`config.mk`:
```
export PLATFORM = sky130hd
export DESIGN_NAME = pgwalk_top
export DESIGN_NICKNAME = d
export VERILOG_FILES = /design/src/rtl/pgwalk_pkg.sv /design/src/rtl/pgwalk_index.sv /design/src/rtl/pgwalk_pte_chk.sv /design/src/rtl/pgwalk_compose.sv /design/src/rtl/pgwalk_top.sv
export SDC_FILE = /design/constraint.sdc
export NUM_CORES = 1
export LEC_CHECK = 0
export BUFFER_PORTS_ARGS = -buffer_cell sky130_fd_sc_hd__buf_4
export CORE_MARGIN = 2
export CORE_UTILIZATION = 25
export CTS_CLUSTER_DIAMETER = 50
export CTS_CLUSTER_SIZE = 10
export DETAILED_ROUTE_END_ITERATION = 8
export HOLD_SLACK_MARGIN = 0.1
export SETUP_SLACK_MARGIN = 0.2
export SLEW_MARGIN = 20
export SYNTH_ARGS = -nofsm -noshare
export SYNTH_HDL_FRONTEND = slang
export SYNTH_SLANG_ARGS = --single-unit
```
`constraint.sdc`:
```
create_clock -name clk -period 2.4 [get_ports clk]
set_input_delay 0.6 -clock clk [delete_from_list [all_inputs] [get_ports clk]]
set_output_delay 0.6 -clock clk [all_outputs]
set_load 0.1 [all_outputs]
```
`src/rtl/pgwalk_pkg.sv`:
```
package pgwalk_pkg;

    typedef enum logic [1:0] {
        WS_IDLE,
        WS_REQ,
        WS_WAIT,
        WS_DONE
    } walk_state_e;

    localparam logic [1:0] PRIV_MACHINE = 2'b11;

    localparam int PTE_V_BIT = 0;
    localparam int PTE_R_BIT = 1;
    localparam int PTE_X_BIT = 3;

endpackage

```
`src/rtl/pgwalk_index.sv`:
```
module pgwalk_index #(
    parameter int PA_W   = 56,
    parameter int IDX_W  = 9,
    parameter int OFF_W  = 12,
    parameter int LEVELS = 3,
    parameter int LVL_W  = 2
) (
    input  logic [PA_W-1:0]  vaddr_i,
    input  logic [LVL_W-1:0] level_i,
    output logic [IDX_W-1:0] idx_o
);

    logic [IDX_W-1:0] fld [LEVELS];

    for (genvar g = 0; g < LEVELS; g++) begin : g_field
        assign fld[g] = vaddr_i[OFF_W + g*IDX_W +: IDX_W];
    end

    always_comb begin
        idx_o = '0;
        for (int l = 0; l < LEVELS; l++) begin
            if (level_i == LVL_W'(l)) begin
                idx_o = fld[l];
            end
        end
    end

endmodule

```
`src/rtl/pgwalk_pte_chk.sv`:
```
module pgwalk_pte_chk #(
    parameter int PTE_W  = 64,
    parameter int PPN_LO = 10,
    parameter int PPN_W  = 44
) (
    input  logic [PTE_W-1:0] pte_i,
    output logic             valid_o,
    output logic             leaf_o,
    output logic [PPN_W-1:0] ppn_o
);
    import pgwalk_pkg::*;

    logic unused_pte;

    assign valid_o    = pte_i[PTE_V_BIT];
    assign leaf_o     = pte_i[PTE_R_BIT] | pte_i[PTE_X_BIT];
    assign ppn_o      = pte_i[PPN_LO +: PPN_W];
    assign unused_pte = ^pte_i;

endmodule

```
`src/rtl/pgwalk_compose.sv`:
```
module pgwalk_compose #(
    parameter int PA_W   = 56,
    parameter int PPN_W  = 44,
    parameter int IDX_W  = 9,
    parameter int OFF_W  = 12,
    parameter int LEVELS = 3,
    parameter int LVL_W  = 2
) (
    input  logic [PA_W-1:0]  vaddr_i,
    input  logic [PPN_W-1:0] ppn_i,
    input  logic [LVL_W-1:0] level_i,
    output logic [PA_W-1:0]  paddr_o
);

    logic [PA_W-1:0] cand [LEVELS];
    logic [PA_W-1:0] frame;

    assign frame = PA_W'({ppn_i, {OFF_W{1'b0}}});

    for (genvar g = 0; g < LEVELS; g++) begin : g_size
        localparam logic [PA_W-1:0] KEEP_VA = (PA_W'(1) << (OFF_W + g*IDX_W)) - PA_W'(1);
        assign cand[g] = (frame & ~KEEP_VA) | (vaddr_i & KEEP_VA);
    end

    always_comb begin
        paddr_o = '0;
        for (int l = 0; l < LEVELS; l++) begin
            if (level_i == LVL_W'(l)) begin
                paddr_o = cand[l];
            end
        end
    end

endmodule

```
`src/rtl/pgwalk_top.sv`:
```
module pgwalk_top
    import pgwalk_pkg::*;
#(
    parameter int VA_W     = 64,
    parameter int PA_W     = 56,
    parameter int PTE_W    = 64,
    parameter int SATP_W   = 64,
    parameter int IDX_W    = 9,
    parameter int OFF_W    = 12,
    parameter int LEVELS   = 3,
    parameter int PPN_LO   = 10,
    parameter int PPN_W    = 44,
    parameter int ROOT_W   = 44,
    parameter int MODE_BIT = 63,
    localparam int WORD_SH = $clog2(PTE_W / 8),
    localparam int MADR_W  = PA_W - WORD_SH
) (
    input  logic              clk,
    input  logic              rst,
    input  logic              start_i,
    input  logic [VA_W-1:0]   vaddr_i,
    input  logic [SATP_W-1:0] satp_i,
    input  logic [1:0]        priv_i,
    output logic              mem_req_valid_o,
    input  logic              mem_req_ready_i,
    output logic [MADR_W-1:0] mem_req_addr_o,
    input  logic              mem_rsp_valid_i,
    input  logic [PTE_W-1:0]  mem_rsp_data_i,
    output logic              done_o,
    output logic              fault_o,
    output logic [PA_W-1:0]   paddr_o
);

    localparam int LVL_W = (LEVELS > 1) ? $clog2(LEVELS) : 1;

    typedef struct packed {
        walk_state_e      state;
        logic [LVL_W-1:0] level;
        logic [PA_W-1:0]  base;
        logic [PA_W-1:0]  vaddr;
        logic [PA_W-1:0]  paddr;
        logic             fault;
    } walk_regs_t;

    localparam walk_regs_t REGS_RST = '0;

    walk_regs_t r_d, r_q;

    logic [IDX_W-1:0] idx;
    logic             pte_valid;
    logic             pte_leaf;
    logic [PPN_W-1:0] pte_ppn;
    logic [PA_W-1:0]  leaf_paddr;
    logic [PA_W-1:0]  req_byte;
    logic             xlate_on;
    logic             walk_idle;
    logic             unused_in;

    assign xlate_on  = satp_i[MODE_BIT] && (priv_i != PRIV_MACHINE);
    assign walk_idle = (r_q.state == WS_IDLE);
    assign unused_in = ^{vaddr_i, satp_i, req_byte[WORD_SH-1:0]};

    pgwalk_index #(
        .PA_W(PA_W), .IDX_W(IDX_W), .OFF_W(OFF_W), .LEVELS(LEVELS), .LVL_W(LVL_W)
    ) u_index (
        .vaddr_i(r_q.vaddr),
        .level_i(r_q.level),
        .idx_o  (idx)
    );

    pgwalk_pte_chk #(
        .PTE_W(PTE_W), .PPN_LO(PPN_LO), .PPN_W(PPN_W)
    ) u_pte (
        .pte_i  (mem_rsp_data_i),
        .valid_o(pte_valid),
        .leaf_o (pte_leaf),
        .ppn_o  (pte_ppn)
    );

    pgwalk_compose #(
        .PA_W(PA_W), .PPN_W(PPN_W), .IDX_W(IDX_W), .OFF_W(OFF_W),
        .LEVELS(LEVELS), .LVL_W(LVL_W)
    ) u_compose (
        .vaddr_i(r_q.vaddr),
        .ppn_i  (pte_ppn),
        .level_i(r_q.level),
        .paddr_o(leaf_paddr)
    );

    assign req_byte = r_q.base + (PA_W'(idx) << WORD_SH);

    always_comb begin
        r_d = r_q;
        case (r_q.state)
            WS_IDLE: begin
                if (start_i) begin
                    r_d.vaddr = vaddr_i[PA_W-1:0];
                    r_d.fault = 1'b0;
                    if (xlate_on) begin
                        r_d.level = LVL_W'(LEVELS - 1);
                        r_d.base  = PA_W'(satp_i[ROOT_W-1:0]) << OFF_W;
                        r_d.state = WS_REQ;
                    end else begin
                        r_d.paddr = vaddr_i[PA_W-1:0];
                        r_d.state = WS_DONE;
                    end
                end
            end
            WS_REQ: begin
                if (mem_req_ready_i) begin
                    r_d.state = WS_WAIT;
                end
            end
            WS_WAIT: begin
                if (mem_rsp_valid_i) begin
                    if (!pte_valid) begin
                        r_d.fault = 1'b1;
                        r_d.paddr = '0;
                        r_d.state = WS_DONE;
                    end else if (pte_leaf) begin
                        r_d.paddr = leaf_paddr;
                        r_d.state = WS_DONE;
                    end else if (r_q.level == '0) begin
                        r_d.fault = 1'b1;
                        r_d.paddr = '0;
                        r_d.state = WS_DONE;
                    end else begin
                        r_d.level = r_q.level - LVL_W'(1);
                        r_d.base  = PA_W'({pte_ppn, {OFF_W{1'b0}}});
                        r_d.state = WS_REQ;
                    end
                end
            end
            WS_DONE: begin
                r_d.fault = 1'b0;
                r_d.state = WS_IDLE;
            end
            default: r_d.state = WS_IDLE;
        endcase
    end

    always_ff @(posedge clk) begin
        if (rst) begin
            r_q <= REGS_RST;
        end else begin
            r_q <= r_d;
        end
    end

    assign mem_req_valid_o = (r_q.state == WS_REQ);
    assign mem_req_addr_o  = req_byte[PA_W-1:WORD_SH];
    assign done_o          = (r_q.state == WS_DONE);
    assign fault_o         = done_o && r_q.fault;
    assign paddr_o         = r_q.paddr;

endmodule

```
==> reports/metrics.cfg <==
[grt]
grt_max_degree=57
antenna_found_initial=1
overflow=0
grt_pass1_vias=7798
track_usage=0.180
grt_pass1_wl_um=45700

[layout]
multi_input_area_um2=5720
fin_util=0.437
seqCellArea_um2=2890
fill_cells=2974
syn_to_final_growth_pct=73.0
layout-drive-gt1-share=0.530
layout.nets=1432

[die]
start_util=0.253
ios=311
rows=64
die_y_um=179
core_um2=30400
die_area_um2=32200
die_w_um=179

[flow_run]
drv_cap=0

[run_status]
status=complete, but fails checks
violations=negative setup slack

[synth]
avgSynthCellArea_um2=7.69
synth_seq_cells=144
synth_edf_count=0
syn-cell-area_um2=7690
ys_types=49
syn_nets=1204
syn-instance-count=1001
synth_flop_cell=dfxtp_1
ys_seq_area_frac=0.375
ys_async_sr_fraction=0
yosys_warnings=0

[detailed_routing]
vias=8504
drt-total-wl_um=35500
ant_nets=0
drc=0
drtIter0Drc=480
firstDrtPassIters=5
wire_per_inst_um=21.7
drt-vias-per-instance=5.19

[power]
ir_worst_vdd_uv=467
powerDensity_nw_per_um2=751
power.total_mw=9.99
power_leakage_nw=5.16

[critical_path]
worstPathRequired_ps=1800
crit_path_max_fanout=7
reg2reg_to=r_q[152]$_SDFFE_PP0P_
worst-r2r-setup-slack_ps=10
r2r_start=r_q[169]$_SDFFE_PP0P_
crit_type=reg -> out
critPathArrivalTime_ps=1960
end_kind=primary output
cp-start-kind=flop
reg2reg_depth=11

[clock_network]
cts_tree=built
cts_max_path_buffers=2
cts_max_level=4
clock_latency_ps=430
clk_root_buffer_cell=clkbuf_16
cts_buffers=17
cts.sinks=144
cts.reportedPaths.clkPinSlew_ps=70

[sta]
slew_headroom=0.408
slew_violations=0
period_share=1.07
setup_viol=9
finClkSkew_ps=8.47
fin_crit_ps=2560
tightest_slew_ps=876
final_critical_path_setup_slack_ps=-160
max_freq_mhz=391
rsz0062_at_grt=true
hold_violations=0

[worst_hold_path]
min_path_type=in -> reg
hold_end=r_q[75]$_SDFFE_PP0P_
hold_start=vaddr_i[18]
hold_depth=3

[placement]
pre_cts_slack_ps=-211
io_buffer_count=266
hpwl_um=20900
place.gp.congestion=0.787

==> cell usage after synthesis (2+ instances only) <==
cell type	count	area share
nand2_1	149	0.073
dfxtp_1	144	0.37
nor2_1	127	0.062
a21oi_1	81	0.053
clkbuf_1	80	0.039
nand3_1	61	0.040
a211oi_1	57	0.056
buf_4	57	0.056
a22oi_1	47	0.046
a311oi_1	44	0.050
xor2_1	23	0.026
buf_2	20	0.013
nor4_2	15	0.024
nor2b_1	9	0.0073
buf_1	7	0.0034
inv_1	7	0.0034
nand3b_1	7	0.0068
nand4_1	7	0.0057
a21oi_2	6	0.0068
nor3_1	6	0.0039
nand2b_1	5	0.0041
ha_1	4	0.0065
nand4_2	3	0.0049
nor4_1	3	0.0024
o21ai_0	3	0.0020
xnor2_1	3	0.0034
and2_1	2	0.0016
and3_1	2	0.0016
or3_1	2	0.0016
==> metal layers <==
| layer | up-vias | share of wire | GRT usage |
|---|---|---|---|
| met5 | - | 0 | 0 |
| met2 | 306 | 0.46 | 0.288 |
| met4 | 0 | 0.027 | 0.0647 |
| met3 | 50 | 0.074 | 0.0590 |
| li1 | 3930 | - | - |
| met1 | 4218 | 0.44 | 0.226 |
==> worst max-delay path, cell delays in order (launching register included) <==
cell,delay [ps]
dfxtp_2,350
inv_2,60
ha_4,180
nand3b_1,300
a21oi_4,270
xor2_4,180
buf_12,190
==> state kept, by name, summed over array words and instances, names as in the netlist <==
register	cells
paddr_o	56
r_q	88
==> report_power, final <==
group / leakage (nW) / internal, mW / total, mW / switching [mW]
clock network: 0.278 / 1.49 / 2.74 / 1.24
logic: 3.70 / 1.47 / 4.34 / 2.87
registers: 1.18 / 2.64 / 2.92 / 0.286
total: 5.16 / 5.60 / 9.99 / 4.40
==> final cells by class <==
class	count	share of cell area
sequential	144	0.217
multi-input combinational	686	0.430
inverter	7	0.00216
timing repair buffer	373	0.270
clock inverter	14	0.0107
clock buffer	18	0.0330
antenna	1	0.000188
tap	396	0.0372
==> cell usage in the layout (no fill, tap or decap), types with 5 or more instances in the layout <==
cell type  synthesis  routed
a21oi_1           81      70
buf_4             57     303
nand4_1            7       7
nor2_1           127      33
a211oi_2           1      49
buf_8              0       8
nand3b_1           7       7
buf_16             0       5
nor4_2            15      11
buf_12             0      23
a311oi_2           0      13
buf_6              1      18
a211oi_1          57       8
a21oi_2            6       5
inv_6              0       8
a311oi_1          44      31
nor2b_4            0       6
a22oi_1           47      47
xor2_4             0      23
dfxtp_1          144     142
clkbuf_16          0      33
a21oi_4            0      12
nand2_1          149     145
nor2_2             0      23
nor2_4             0      72
nand3_1           61      60
==> logic make-up after synthesis <==
logic type / share of synthesized area
AOI/OAI and AO/OA: 0.223
xor gates and xnor gates: 0.0296
adders and majority gates: 0.00650
buffers and inverters: 0.116
DFF: 0.375
muxes: 0.00130
other: 0.000487
and+or+nand+nor: 0.248
==> worst max-delay path by stage <==
stage,from,depth (start not counted),to
6_report,r_q[170]$_SDFFE_PP0P_,6,mem_req_addr_o[8]
3_3_place_gp,r_q[169]$_SDFFE_PP0P_,7,paddr_o[52]$_SDFFE_PP0P_
2_1_floorplan,r_q[169]$_SDFFE_PP0P_,14,mem_req_addr_o[32]
4_1_cts,r_q[170]$_SDFFE_PP0P_,6,mem_req_addr_o[8]
5_1_grt,r_q[170]$_SDFFE_PP0P_,6,mem_req_addr_o[8]
3_5_place_dp,r_q[169]$_SDFFE_PP0P_,7,paddr_o[38]$_SDFFE_PP0P_
==> what timing repair did <==
action | CTS | global route
resized for setup | 77 | 253
setup buffers | 28 | 20
hold buffers | 0 | 0
pin swaps | 37 | 54
endpoints found under the setup margin | 49 | 111
gates cloned | 3 | 26
==> metrics by stage <==
step / cell area [um2] / setup TNS, ps / hold slack [ps] / std cells
global route: 13300 / -2570 / 412 / 1638
detailed placement: 10400 / -6460 / 446 / 1529
global placement: 10400 / -5660 / 441 / 1529
CTS: 11600 / -961 / 400 / 1592
floorplan: 8440 / -29110 / 436 / 1001
finish: 13300 / -1010 / 422 / 1639
Note: power is estimated with default switching activity, not from simulation.
